**config.mk**
```make
export PLATFORM = sky130hd
export DESIGN_NAME = pzd_conv
export DESIGN_NICKNAME = d
export VERILOG_FILES = /design/src/rtl/pzd_pkg.sv /design/src/rtl/pzd_seq.sv /design/src/rtl/pzd_pick.sv /design/src/rtl/pzd_store.sv /design/src/rtl/pzd_conv.sv
export SDC_FILE = /design/constraint.sdc
export NUM_CORES = 1
export LEC_CHECK = 0
export BUFFER_PORTS_ARGS = -buffer_cell sky130_fd_sc_hd__buf_4
export CORE_MARGIN = 10
export CORE_UTILIZATION = 57
export DETAILED_ROUTE_END_ITERATION = 8
export PLACE_DENSITY = 0.94
export SLEW_MARGIN = 10
export SYNTH_ARGS = -nofsm -noshare
export SYNTH_HDL_FRONTEND = slang
export SYNTH_SLANG_ARGS = --single-unit
```
**constraint.sdc**
```tcl
create_clock -name clk -period 4.1 [get_ports clk]
set_clock_uncertainty 0.2 [all_clocks]
set_input_delay 0.205 -clock clk [delete_from_list [all_inputs] [get_ports clk]]
set_output_delay 0.205 -clock clk [all_outputs]
set_load 0.02 [all_outputs]
```
**src/rtl/pzd_pkg.sv**
```systemverilog
package pzd_pkg;

  localparam logic [3:0] ZONE_PLAIN = 4'h3;
  localparam logic [3:0] ZONE_PLUS  = 4'hC;
  localparam logic [3:0] ZONE_MINUS = 4'hD;

  function automatic logic nib_is_digit(input logic [3:0] n);
    return (n <= 4'd9);
  endfunction

  function automatic logic nib_is_sign(input logic [3:0] n);
    return (n >= 4'hA);
  endfunction

  function automatic logic [3:0] sign_zone(input logic [3:0] s);
    logic [3:0] z;
    case (s)
      4'hA, 4'hC, 4'hE: z = ZONE_PLUS;
      4'hB, 4'hD:       z = ZONE_MINUS;
      default:          z = ZONE_PLAIN;
    endcase
    return z;
  endfunction

  function automatic logic [7:0] make_zoned(input logic [3:0] zone, input logic [3:0] nib);
    return {zone, nib};
  endfunction

endpackage

```
**src/rtl/pzd_seq.sv**
```systemverilog
module pzd_seq #(
  parameter int MAX_DIGITS = 15,
  parameter int CW = 4,
  parameter int IW = 4
) (
  input  logic          clk,
  input  logic          rst_n,
  input  logic          start,
  input  logic [CW-1:0] digit_cnt,
  output logic          busy,
  output logic          done,
  output logic          load_ev,
  output logic          write_ev,
  output logic          last_ev,
  output logic [IW-1:0] wr_idx
);

  logic          busy_q;
  logic          done_q;
  logic [IW-1:0] idx_q;
  logic [CW-1:0] eff_cnt;
  logic [CW-1:0] top_idx;

  always_comb begin
    if (digit_cnt == '0)
      eff_cnt = CW'(1);
    else if (int'(digit_cnt) > MAX_DIGITS)
      eff_cnt = CW'(MAX_DIGITS);
    else
      eff_cnt = digit_cnt;
    top_idx = eff_cnt - CW'(1);
  end

  assign load_ev  = start && !busy_q;
  assign write_ev = busy_q;
  assign last_ev  = busy_q && (idx_q == '0);
  assign wr_idx   = idx_q;
  assign busy     = busy_q;
  assign done     = done_q;

  always_ff @(posedge clk or negedge rst_n) begin
    if (!rst_n) begin
      busy_q <= 1'b0;
      done_q <= 1'b0;
      idx_q  <= '0;
    end else begin
      done_q <= last_ev;
      if (load_ev) begin
        busy_q <= 1'b1;
        idx_q  <= IW'(top_idx);
      end else if (last_ev) begin
        busy_q <= 1'b0;
      end else if (write_ev) begin
        idx_q <= idx_q - IW'(1);
      end
    end
  end

endmodule

```
**src/rtl/pzd_pick.sv**
```systemverilog
module pzd_pick #(
  parameter int MAX_DIGITS = 15,
  parameter int IW = 4,
  parameter int PW = 64
) (
  input  logic          clk,
  input  logic          rst_n,
  input  logic          load_ev,
  input  logic [PW-1:0] packed_in,
  input  logic [IW-1:0] wr_idx,
  output logic [3:0]    digit_nib,
  output logic [3:0]    sign_nib
);

  logic [PW-1:0] op_q;
  logic [3:0]    lane [MAX_DIGITS];

  always_ff @(posedge clk or negedge rst_n) begin
    if (!rst_n)
      op_q <= '0;
    else if (load_ev)
      op_q <= packed_in;
  end

  for (genvar g = 0; g < MAX_DIGITS; g++) begin : g_lane
    assign lane[g] = op_q[4*(g+1) +: 4];
  end

  assign sign_nib = op_q[3:0];

  always_comb begin
    digit_nib = 4'h0;
    for (int i = 0; i < MAX_DIGITS; i++)
      if (wr_idx == IW'(i))
        digit_nib = lane[i];
  end

endmodule

```
**src/rtl/pzd_store.sv**
```systemverilog
module pzd_store #(
  parameter int MAX_DIGITS = 15,
  parameter int IW = 4
) (
  input  logic                    clk,
  input  logic                    rst_n,
  input  logic                    load_ev,
  input  logic                    write_ev,
  input  logic [IW-1:0]           wr_idx,
  input  logic [7:0]              wr_byte,
  output logic [8*MAX_DIGITS-1:0] zoned_out
);

  for (genvar g = 0; g < MAX_DIGITS; g++) begin : g_byte
    logic [7:0] byte_q;
    always_ff @(posedge clk or negedge rst_n) begin
      if (!rst_n)
        byte_q <= '0;
      else if (load_ev)
        byte_q <= '0;
      else if (write_ev && (wr_idx == IW'(g)))
        byte_q <= wr_byte;
    end
    assign zoned_out[8*g +: 8] = byte_q;
  end

endmodule

```
**src/rtl/pzd_conv.sv**
```systemverilog
module pzd_conv
  import pzd_pkg::*;
#(
  parameter int MAX_DIGITS = 15,
  localparam int CW = $clog2(MAX_DIGITS + 1),
  localparam int IW = (MAX_DIGITS > 1) ? $clog2(MAX_DIGITS) : 1,
  localparam int PW = 4 * (MAX_DIGITS + 1),
  localparam int ZW = 8 * MAX_DIGITS
) (
  input  logic          clk,
  input  logic          rst_n,
  input  logic          start,
  input  logic [PW-1:0] packed_in,
  input  logic [CW-1:0] digit_cnt,
  output logic          busy,
  output logic          done,
  output logic          err,
  output logic [ZW-1:0] zoned_out
);

  logic          load_ev;
  logic          write_ev;
  logic          last_ev;
  logic [IW-1:0] wr_idx;
  logic [3:0]    digit_nib;
  logic [3:0]    sign_nib;
  logic [3:0]    zone;
  logic [7:0]    wr_byte;
  logic          bad_nib;
  logic          err_q;

  pzd_seq #(.MAX_DIGITS(MAX_DIGITS), .CW(CW), .IW(IW)) u_seq (
    .clk      (clk),
    .rst_n    (rst_n),
    .start    (start),
    .digit_cnt(digit_cnt),
    .busy     (busy),
    .done     (done),
    .load_ev  (load_ev),
    .write_ev (write_ev),
    .last_ev  (last_ev),
    .wr_idx   (wr_idx)
  );

  pzd_pick #(.MAX_DIGITS(MAX_DIGITS), .IW(IW), .PW(PW)) u_pick (
    .clk      (clk),
    .rst_n    (rst_n),
    .load_ev  (load_ev),
    .packed_in(packed_in),
    .wr_idx   (wr_idx),
    .digit_nib(digit_nib),
    .sign_nib (sign_nib)
  );

  // Only the final byte takes its zone from the sign.
  assign zone    = last_ev ? sign_zone(sign_nib) : ZONE_PLAIN;
  assign wr_byte = make_zoned(zone, digit_nib);
  assign bad_nib = write_ev &&
                   (!nib_is_digit(digit_nib) || (last_ev && !nib_is_sign(sign_nib)));

  pzd_store #(.MAX_DIGITS(MAX_DIGITS), .IW(IW)) u_store (
    .clk      (clk),
    .rst_n    (rst_n),
    .load_ev  (load_ev),
    .write_ev (write_ev),
    .wr_idx   (wr_idx),
    .wr_byte  (wr_byte),
    .zoned_out(zoned_out)
  );

  always_ff @(posedge clk or negedge rst_n) begin
    if (!rst_n)
      err_q <= 1'b0;
    else if (load_ev)
      err_q <= 1'b0;
    else if (bad_nib)
      err_q <= 1'b1;
  end

  assign err = err_q;

endmodule

```
# Word level (Yosys, flattened, before mapping)
# Cells that the tools add are included.
# totals
reg_bits	191
elab_cells	143
# op_classes
n_addsub	2
n_lt_le_gt_ge	2
n_eq_ne	20
mux	55
n_reduce_logical	44
# ops
cell	n
$mux W8	30
$mux W4	20
$eq A4 B4 Y1 const B	12
$reduce_bool A2 Y1	17
$logic_and A1 B1 Y1	18
$eq A4 B3 Y1 const B	4
$eq A4 B2 Y1 const B	2
$logic_not A4 Y1	2
$pmux W4 S2	1
$sub A4 B1 Y4 const B	2
$eq A4 B1 Y1 const B	1
$ge A4 B4 Y1 const B	1
$le A4 B4 Y1 const B	1
$mux W1	4
$logic_not A1 Y1	3
$reduce_or A3 Y1	1
$ne A2 B2 Y1 const B	1
$reduce_and A2 Y1	1
$reduce_or A2 Y1	1
$logic_or A1 B1 Y1	1

# Depth between registers and ports, before layout
# Gate-level depths: netlist of the first run.
# depth
word_depth	22
ltp_mapped	11
ltp_nobuf	8

# Modules after synthesis
# Synthesis of the first run repeated with hierarchy kept, for this count alone.
# hier_totals
cells_unflattened	726
area_unflattened_um2	8988.6
# modules_own_cells
module	instances	cells_each	area_per_inst_um2
pzd_store	1	423	5367.6
pzd_pick	1	260	3179.3
pzd_seq	1	34	365.4
pzd_conv	1	9	76.3

# Worst setup path before layout of the first run
# OpenSTA, ideal clock, no wires.
# synth_timing
kind	flip-flop to flip-flop
startpoint	register u_seq.idx_q[0], in the netlist u_seq.wr_idx[0]
endpoint	register u_store.g_byte[6].byte_q[3]
setup_ns	0.131
arrival_ns	1.876
t_required_ns	3.769
path_slack_ns	1.893
path_stages_with_launch	11
n_path_buf	3
synth_period_minus_slack_ns	2.207
path_cell_list	dfrtp_1 > inv_1 > ha_1 > buf_2 > and3_1 > clkbuf_1 > nor2b_1 > a21oi_2 > nand2_1 > buf_2 > o21ai_1
# synth_via
elab_chain_len	18
# synth_rtl
element	line	text
start, declared	pzd_seq.sv:20	logic [IW-1:0] idx_q;
start signal, assigned	pzd_seq.sv:50	idx_q <= IW'(top_idx);
start signal, assigned	pzd_seq.sv:54	idx_q <= idx_q - IW'(1);
$logic_not A4 Y1	pzd_pick.sv:34	if (wr_idx == IW'(i))
$mux W4 (15 in series)	pzd_pick.sv:34	
$mux W8	pzd_store.sv:21	else if (write_ev && (wr_idx == IW'(g)))
$mux W8	pzd_store.sv:19	else if (load_ev)
end signal, assigned	pzd_store.sv:22	byte_q <= wr_byte;
end, declared	pzd_store.sv:15	logic [7:0] byte_q;
# Parallel ways exist; a longest one is shown, timed or not. The select of a mux whose other input is x is not followed.
# A chain may end at the register's enable or synchronous reset.

# Worst setup path in the final report of the first run
# layout_timing
startpoint	register u_seq.idx_q[0], in the netlist u_seq.wr_idx[0]
endpoint	register u_store.g_byte[12].byte_q[3]
# layout_via
elab_chain_len	18
# layout_rtl
element	line
$logic_not A4 Y1	pzd_pick.sv:34
$mux W4 (15 in series)	pzd_pick.sv:34
$mux W8	pzd_store.sv:21
$mux W8	pzd_store.sv:19
end signal, assigned	pzd_store.sv:22
end, declared	pzd_store.sv:15
# Parallel ways exist; a longest one is shown, timed or not. The select of a mux whose other input is x is not followed.

==> run metrics, run 1 <==
via-per-instance ratio between 5 and 6; Crit Path Max Fanout 24; asr flop ratio synth 1.00; largest net degree at the start of global routing 102; EDFF count, synth 0; P per Cell Area approximately 800 mW/mm²; Die Area roughly 0.019 mm²; Pleak between 5 and 6 nW; Buffers on Ports 193; NumNets Final around 1100; worst slack at placement approximately 0.95 ns; highest ir drop seen on vdd between 0.0004 and 0.0005 V; Crit. End Element flip-flop; chip height about 140 µm; # resized after CTS 0; worst r2r src u_seq.wr_idx[0]$_DFFE_PN0P_; # rows 42; Hold Path Class primary input to flip-flop; Synth cell types 56; CTS root buf clkbuf_16; post-route setup slack between 0.7 and 0.8 ns; overall global routing resource usage 0.269; CTS tree yes; wire per inst approximately 21 µm; Placer Congestion 0.900; DRC viols 0; Clock transition at path regs 0.06 ns; RSZ-0062 raised after global routing no; Fin. Hold Viols 0; Final setup viols 0; origin of the worst setup path u_seq.wr_idx[0]$_DFFE_PN0P_; synthesized cell area roughly 0.0077 mm²; Initial DRT Pass Iterations 8; layout cells sized above 1 0.244; CTS sink count 176; synthesis-to-finish area growth 34.6%; Slew Limit Fails 0; Die Wd 136 µm; worst skew pair latency roughly 0.44 ns; Setup CP Type flip-flop to flip-flop; CP Data Arrival Time between 3 and 4 ns; Avg Inst Size Synth roughly 9.3 µm²; via count 7296; Synthesized Nets between 900 and 1000; CP startpoint kind flip-flop; sequential area share after synthesis 0.570; ys flop type dfrtp_1; Cells after Synth between 800 and 900; vias in the first global route 7141; Required @ worst endpoint between 4 and 5 ns; placed wire-length estimate roughly 16000 µm; crit path time final 3.35 ns; Max Cap Violations 0; core area 0.0132 mm²; final setup TNS 0 ns; Worst Path Buf+Inv 1; commonest cells after routing, fill and taps aside nand2_1 (251), buf_4 (201), dfrtp_1 (176); 1st-iter DRT viols 820; flops & latches, synth roughly 180; worst relative slew slack 0.244; Reg2Reg Setup Slack 0.75 ns; Slew @ Worst Pin 1.13 ns; Post-Route WL 25600 µm; leading cell type in the layout, fill and taps excluded nand2_1; slowest CP cell ha_1; initial antenna violation count 1; Final period util 0.816; Clock Tree Buf Depth 2; CP max stage delay between 0.7 and 0.8 ns; run status finished, final reports clean; Yosys warning count 0; first-pass GRT wire length between 30000 and 40000 µm; hold path start digit_cnt[1]; Ports between 150 and 200; Initial Util 0.583; cts bufs inserted 17; CP Cell Sequence inv_1, ha_1, nor2b_1, a221o_1, nand3_1, a21oi_2, nand2_1, o21ai_0; Max Freq around 0.3 GHz; CP top delay family simple AND/OR/NAND/NOR gates; Routed Antenna Nets 0; H-tree levels 4; remaining global-route overflow 0
==> state kept, by name, indices dropped and copies added (netlist names) <==
name and count:
u_store.g_byte.byte_q 105, u_pick.op_q 64, u_seq.wr_idx 4, err 1, u_seq.busy 1, u_seq.done 1
==> what timing repair did <==
item	4_1_cts	5_1_grt
hold buffers	70	0
buffers inserted	0	0
hold endpoints to repair	167	0
==> cell families (layout without fill, tap and decap cells) <==
logic type	Yosys count	in the layout	share of synthesized area
other	0	1	0
AND/OR/NAND/NOR	403	403	0.230
multiplexers	4	4	0.00567
adder cells (fa/ha/maj)	6	6	0.00972
XOR/XNOR	3	3	0.00340
AO/OA/AOI/OAI	148	148	0.122
flip-flops	176	176	0.570
buffers and inverters	94	318	0.0585
==> final timing paths <==
kind | depth (start not counted) | end
setup / recovery | 8 | u_store.g_byte[12].byte_q[3]$_DFFE_PN0P_
hold / removal | 4 | u_seq.wr_idx[1]$_DFFE_PN0P_
setup reg to reg | 8 | u_store.g_byte[12].byte_q[3]$_DFFE_PN0P_
hold reg to reg | 2 | u_store.g_byte[9].byte_q[4]$_DFFE_PN0P_
max in group asynchronous | 3 | u_store.g_byte[14].byte_q[6]$_DFFE_PN0P_
min in group asynchronous | 2 | u_pick.op_q[50]$_DFFE_PN0P_
==> area by class of cell <==
cell class,count,area (µm²)
fillers,773,2850
clock buffers,18,429
well taps,176,220
repair buffers,272,2220
inverters,15,56.3
clock inverters,13,176
diodes,1,2.50
flip-flops and latches,176,4400
multi-input cells,564,2880
==> worst reg2reg max path, cell delays in order, from the launching register on <==
cell,delay (ns)
dfrtp_1,0.42
inv_1,0.17
ha_1,0.79
nor2b_1,0.37
a221o_1,0.22
nand3_1,0.11
a21oi_2,0.20
nand2_1,0.42
o21ai_0,0.35
==> cells in the mapped netlist (all sizes together), types with 4 or more instances <==
cell    number  area, µm²
nor2b        7       43.8
nand2b       8       50.1
and3        13       81.3
ha           6       75.1
inv         15       56.3
nand3       84        425
clkbuf      42        158
nand2      251        942
and2         4       25.0
o21ai       84        462
nor2        15       63.8
dfrtp      176       4400
a221oi       5       50.0
nand3b       4       30.0
a31oi        5       37.5
o31ai        4       35.0
buf         37        238
nor3b        7       52.6
a21oi       22        114
o22ai        5       31.3
==> routing by layer <==
metal,vias up,GRT usage,share of wire
li1,3210,-,-
met1,3536,0.322,0.36
met2,454,0.444,0.50
met3,96,0.0620,0.089
met4,0,0.145,0.049
met5,-,0,0
==> stage by stage <==
step	hold slack [ns]	power (mW)	utilization	cell area, µm²	instances
floorplan	-0.291	5.04	-	7720	834
global placement	0.153	6.18	0.686	9080	1133
detailed placement	0.156	6.31	0.686	9080	1133
CTS	0.00184	8.10	0.785	10400	1234
global route	0.0184	8.58	0.785	10400	1235
finish	0.0151	8.19	0.785	10400	1235
==> power by group <==
part           internal (mW)  switching [mW]  leakage, nW
registers               2.38           0.569         2.30
logic                   1.26            2.29         2.75
clock network          0.972           0.714        0.297
total                   4.62            3.58         5.35
Note: power is estimated with default switching activity, not from simulation.
==> inputs of run 2 (changes only) <==
--- a/config.mk
+++ b/config.mk
@@ -5,11 +5,12 @@
 export SDC_FILE = /design/constraint.sdc
 export NUM_CORES = 1
 export LEC_CHECK = 0
+export ABC_AREA = 1
 export BUFFER_PORTS_ARGS = -buffer_cell sky130_fd_sc_hd__buf_4
 export CORE_MARGIN = 10
-export CORE_UTILIZATION = 57
+export CORE_UTILIZATION = 53
 export DETAILED_ROUTE_END_ITERATION = 8
-export PLACE_DENSITY = 0.94
+export PLACE_DENSITY = 0.89
 export SLEW_MARGIN = 10
 export SYNTH_ARGS = -nofsm -noshare
 export SYNTH_HDL_FRONTEND = slang
==> constraint.sdc (replaced) <==
create_clock -name clk -period 3.21 [get_ports clk]
set_clock_uncertainty 0.2 [all_clocks]
set_input_delay 0.1605 -clock clk [delete_from_list [all_inputs] [get_ports clk]]
set_output_delay 0.1605 -clock clk [all_outputs]
set_load 0.02 [all_outputs]
==> run metrics, run 2 <==
Synth cell types 35 (-38%); ys flop type dfrtp_1; Routed Antenna Nets 0 (unchanged); Placer Congestion 0.903 (+0.32%); Yosys top cell area share 0.575 (+0.00522); vias in the first global route 7252 (+1.6%); Max Cap Violations 0 (unchanged); Post-Route WL 23900 µm (-6.7%); Clock Tree Buf Depth 2 (unchanged); most common cell in the synthesized netlist nand2_1; Hold Path Class primary input to flip-flop; Required @ worst endpoint 3.37 ns (-0.86 ns); synthesis-to-finish area growth 37.8%; via count 7112 (-2.5%); CTS tree yes; H-tree levels 4 (unchanged); wire per inst 17.6 µm (-15%); 1st-iter DRT viols 547 (-33%); synthesized cell area 0.00765 mm² (-0.91%); diodes inserted 0 (-1); Avg Inst Size Synth 8.41 µm² (-9.2%); Crit Path Max Fanout 15 (-38%); CP Data Arrival Time 3.07 ns (-0.41 ns); chip height 140 µm (+2.8%); Initial Util 0.547 (-0.0361); Slew @ Worst Pin 0.767 ns (-0.367 ns); worst skew pair latency 0.43 ns (about the same); placed wire-length estimate 15900 µm (-2.6%); Initial DRT Pass Iterations 5 (-3); DRC viols 0 (unchanged); Post-Layout Inst Area 0.0105 mm² (+1.5%); CTS sink count 176 (unchanged); total power 11.0 mW (+35%); NumNets Final 1240 (+10%); final setup TNS 0 ns (unchanged); CP startpoint kind flip-flop; CTS root buf clkbuf_16; filler-free cell count of the finished design 1354 (+9.6%); Die Wd 140 µm (+2.8%); Cell Area, Placed 0.00919 mm² (+1.2%); Pleak 5.73 nW (+7.1%); overall global routing resource usage 0.241 (-0.0289); asr flop ratio synth 1.00 (unchanged); Slew Limit Fails 0 (unchanged); largest area contributor in the netlist dfrtp_1; highest ir drop seen on vdd 0.000535 V (+13%); # rows 43 (+2.4%); Setup CP Type flip-flop to flip-flop; worst relative slew slack 0.489 (+0.245); Cells after Synth 910 (+9.1%); Clock transition at path regs 0.07 ns (about the same); largest cells by area after synthesis dfrtp_1 (58%), nand2_1 (20%), inv_1 (3.1%); run status finished, final reports clean; Buffers on Ports 193 (unchanged); Synthesized Nets 987 (+8.3%); Yosys warning count 0 (unchanged); cts bufs inserted 17 (unchanged); Max Freq 0.345 GHz (+15%); Ports 194 (unchanged); RSZ-0062 raised after global routing no; core area 0.0140 mm² (+5.6%); most frequent cells after synthesis nand2_1 (415), dfrtp_1 (176), inv_1 (64); fin util 0.754 (-0.0310); EDFF count, synth 0 (unchanged); initial antenna violation count 0 (-1); layout cells sized above 1 0.238 (-0.00621); sequential area share after synthesis 0.575 (+0.00522); P per Cell Area 1050 mW/mm² (+33%); Crit. End Element flip-flop; Cells after DPL 1255 (+11%); via-per-instance ratio 5.25 (-11%); largest net degree at the start of global routing 80 (-22%); flops & latches, synth 176 (unchanged); commonest cells after routing, fill and taps aside nand2_1 (415), buf_4 (200), dfrtp_1 (176); Final period util 0.904 (+0.0878); remaining global-route overflow 0 (unchanged); Final setup viols 0 (unchanged); Fin. Hold Viols 0 (unchanged); leading cell type in the layout, fill and taps excluded nand2_1; max reg flops 105 (unchanged); Largest Register u_store.g_byte.byte_q; crit path time final 2.90 ns (-0.445 ns); first-pass GRT wire length 38200 µm (-2.6%); Die Area 0.0196 mm² (+5.6%)
==> run 2: power breakdown <==
part | switching, mW | internal (mW) | total, mW
clock | 0.857 | 1.47 | 2.33
combinational | 3.32 | 1.67 | 4.99
sequential | 0.605 | 3.12 | 3.73
==> run 2: final cells by class <==
class	instances	area, µm²
multi-input cells	626	2770
clock buffers	19	443
fillers	907	3440
well taps	180	225
clock inverters	11	213
inverters	71	267
repair buffers	271	2220
flip-flops and latches	176	4400
==> run 2: per-layer routing <==
layer / up-vias / wire length [µm] / global-route usage / part of all wire
met4: 0 / 663 / 0.0957 / 0.028
met3: 59 / 1660 / 0.0561 / 0.069
li1: 3316 / - / - / -
met5: - / 0 / 0 / 0
met1: 3420 / 9650 / 0.291 / 0.40
met2: 317 / 11900 / 0.405 / 0.50
==> run 2: critical path, cell delays in order (launching register included) <==
cell and delay (ns):
dfrtp_1 0.41, inv_1 0.18, ha_1 0.25, inv_1 0.12, nor2_2 0.18, nand3_1 0.10, nand3_1 0.13, o211ai_2 0.09
nand3_1 0.07, nand2_1 0.06, nand3_2 0.07, o211ai_2 0.07, nand3_1 0.07, nor2_1 0.05, o21ai_1 0.14, nand2_1 0.06
nand2_1 0.07, nand2_2 0.06, nand2_4 0.23, nand3_2 0.12, nand2_1 0.07
==> run 2: repair_timing <==
item                                   in CTS  in global routing
hold buffers                               69                  0
gates resized for setup                     0                  1
buffers inserted                            0                  0
endpoints found under the hold margin     140                  0
setup endpoints to repair                   0                  4
==> run 2: cells by family after synthesis <==
kind of cell             after synthesis  synth area share
AND/OR/NAND/NOR                      541             0.289
flip-flops                           176             0.575
buffers and inverters                108            0.0647
AO/OA/AOI/OAI                         78            0.0597
adder cells (fa/ha/maj)                6           0.00981
XOR/XNOR                               1           0.00114
==> run 2: stage by stage <==
step / hold slack (ns) / worst slack (ns)
floorplan: -0.335 / 0.826
global placement: 0.0205 / 0.521
detailed placement: 0.0185 / 0.351
CTS: 0.00225 / 0.284
global route: 0.0342 / 0.0732
finish: 0.0269 / 0.308
==> run 2: final timing paths <==
check                      slack (ns)  depth (start not counted)                                       end                        start
max reg2reg                      0.31                         20   u_store.g_byte[8].byte_q[0]$_DFFE_PN0P_  u_seq.wr_idx[0]$_DFFE_PN0P_
max                              0.31                         20   u_store.g_byte[8].byte_q[0]$_DFFE_PN0P_  u_seq.wr_idx[0]$_DFFE_PN0P_
min in group asynchronous        0.13                          2  u_store.g_byte[10].byte_q[5]$_DFFE_PN0P_                        rst_n
min                              0.03                          4               u_seq.wr_idx[3]$_DFFE_PN0P_                 digit_cnt[1]
max in group asynchronous        1.77                          3               u_pick.op_q[18]$_DFFE_PN0P_                        rst_n
min reg2reg                      0.27                          2               u_pick.op_q[40]$_DFFE_PN0P_  u_pick.op_q[40]$_DFFE_PN0P_
==> inputs of run 3 (changes only) <==
--- a/config.mk
+++ b/config.mk
@@ -11,6 +11,7 @@
 export CORE_UTILIZATION = 53
 export DETAILED_ROUTE_END_ITERATION = 8
 export PLACE_DENSITY = 0.89
+export RECOVER_POWER = 50
 export SLEW_MARGIN = 10
 export SYNTH_ARGS = -nofsm -noshare
 export SYNTH_HDL_FRONTEND = slang
==> run metrics, run 3 (synthesized netlist as in run 2, its figures left out) <==
run status finished with violations; violated checks capacitance limit, slew limit; highest ir drop seen on vdd 0.000535 V (about the same); Ports 194 (unchanged); worst hold slack 0.0280 ns (+0.00109 ns); largest net degree at the start of global routing 80 (unchanged); CP Cell Sequence inv_1, ha_1, inv_1, nor2_2, nand3_1, nand3_1, o211ai_2, nand3_1, nand2_1, nand3_2, o211ai_2, nand3_1, nor2_1, o21ai_1, nand2_1, nand2_1, nand2_2, nand2_4, nand3_2, nand2_1; Routed Antenna Nets 0 (unchanged); via count 7138 (+0.37%); post-route setup slack 0.297 ns (-0.0108 ns); Initial Util 0.547 (unchanged); area of the multi-input gates 0.00277 mm² (unchanged); Die Area 0.0196 mm² (unchanged); DRC viols 0 (unchanged); Post-Layout Inst Area 0.0101 mm² (-4.4%); leading cell type in the layout, fill and taps excluded nand2_1; Max Freq 0.343 GHz (-0.37%); chip height 140 µm (unchanged); Fin. Hold Viols 0 (unchanged); Hold Path Class primary input to flip-flop; CP top delay family simple AND/OR/NAND/NOR gates; Largest Register u_store.g_byte.byte_q; overall global routing resource usage 0.241 (unchanged); final setup TNS 0 ns (unchanged); P per Cell Area 1050 mW/mm² (+0.69%); total power 10.6 mW (-3.7%); Cell Area, Placed 0.00919 mm² (unchanged); WP depth 20 (unchanged); hold path cells 4 (unchanged); CTS root buf clkbuf_16; core area 0.0140 mm² (unchanged); Final period util 0.907 (+0.00336); via-per-instance ratio 5.27 (+0.37%); vias in the first global route 7252 (unchanged); Register Area 0.00440 mm² (unchanged); worst relative slew slack -0.211 (-0.700); Clock Tree Buf Depth 2 (unchanged); wire per inst 17.7 µm (+0.71%); Setup CP Type flip-flop to flip-flop; Pleak 5.24 nW (-8.6%); Crit. End Element flip-flop; CP max stage delay 0.41 ns (about the same); H-tree levels 4 (unchanged); Required @ worst endpoint 3.37 ns (about the same); CP startpoint kind flip-flop; CTS sink count 176 (unchanged); initial antenna violation count 0 (unchanged); # rows 43 (unchanged); placed wire-length estimate 15900 µm (unchanged); Final setup viols 0 (unchanged); synthesis-to-finish area growth 31.7%; slowest CP cell dfrtp_1; FILL cells 1027 (+13%); remaining global-route overflow 0 (unchanged); RSZ-0062 raised after global routing no; Slew Limit Fails 74 (+74); Crit Path Max Fanout 15 (unchanged); Initial DRT Pass Iterations 6 (+1); worst skew pair latency 0.43 ns (about the same); crit path time final 2.91 ns (+0.0108 ns); Post-Route WL 24000 µm (+0.71%); CP Data Arrival Time 3.08 ns (about the same); commonest cells after routing, fill and taps aside nand2_1 (415), dfrtp_1 (176), clkbuf_1 (123); first-pass GRT wire length 38200 µm (unchanged); worst slack at placement 0.351 ns (unchanged); CTS tree yes; Die Wd 140 µm (unchanged); diodes inserted 0 (unchanged); Max Cap Violations 1 (+1); Worst Path Buf+Inv 2 (unchanged); Reg2Reg Depth 20 (unchanged); Slew @ Worst Pin 1.82 ns (+1.05 ns); cts bufs inserted 17 (unchanged); layout cells sized above 1 0.134 (-0.104); NumNets Final 1240 (unchanged); Buffers on Ports 193 (unchanged); 1st-iter DRT viols 579 (+5.9%); max reg flops 105 (unchanged); Placer Congestion 0.903 (unchanged); Clock transition at path regs 0.07 ns (about the same)
## run 3: cell count changes in the layout (fill, tap and decap cells not counted), sizes merged
cell,previous run,this run
buf,202,79
clkbuf,19,142
## run 3: stage by stage
stage | utilization | std cells
2_1_floorplan | - | 910
3_3_place_gp | 0.657 | 1255
3_5_place_dp | 0.657 | 1255
4_1_cts | 0.753 | 1354
5_1_grt | 0.721 | 1354
6_report | 0.721 | 1354
## run 3: layout make-up
class                      count  share of cell area
sequential                   176               0.437
multi-input combinational    626               0.275
timing repair buffer         271               0.175
clock buffer                  19              0.0439
inverter                      71              0.0264
tap                          180              0.0223
clock inverter                11              0.0211
## run 3: path summary, 6_finish.rpt
path | start | endpoint | slack [ns]
max | u_seq.wr_idx[0]$_DFFE_PN0P_ | u_store.g_byte[8].byte_q[0]$_DFFE_PN0P_ | 0.30
min | digit_cnt[1] | u_seq.wr_idx[3]$_DFFE_PN0P_ | 0.03
max reg2reg | u_seq.wr_idx[0]$_DFFE_PN0P_ | u_store.g_byte[8].byte_q[0]$_DFFE_PN0P_ | 0.30
min reg2reg | u_store.g_byte[4].byte_q[5]$_DFFE_PN0P_ | u_store.g_byte[4].byte_q[5]$_DFFE_PN0P_ | 0.27
max in group asynchronous | rst_n | u_pick.op_q[18]$_DFFE_PN0P_ | 0.92
min in group asynchronous | rst_n | u_store.g_byte[10].byte_q[5]$_DFFE_PN0P_ | 0.58
## run 3: layer usage
metal | wire (µm) | global-route usage | vias to the layer above
met4 | 748 | 0.0957 | 0
met5 | 0 | 0 | -
met3 | 1740 | 0.0561 | 65
met2 | 11900 | 0.405 | 350
met1 | 9680 | 0.291 | 3408
li1 | - | - | 3315
## run 3: worst min-delay path, delay by kind of cell
kind	cells	cell delay (ns)
buffers and inverters	1	0.09
and+or+nand+nor	1	0.11
AOI/OAI and AO/OA	2	0.23
## run 3: what timing repair did
item                                   CTS  global route
hold buffers                            69             0
setup endpoints to repair                0             4
endpoints found under the hold margin  140             0
gates resized for setup                  0             1
buffers inserted                         0             0
## run 3: where the power goes
group | switching (mW) | internal [mW]
combinational | 3.33 | 1.26
clock | 0.851 | 1.47
sequential | 0.595 | 3.12
total | 4.77 | 5.86
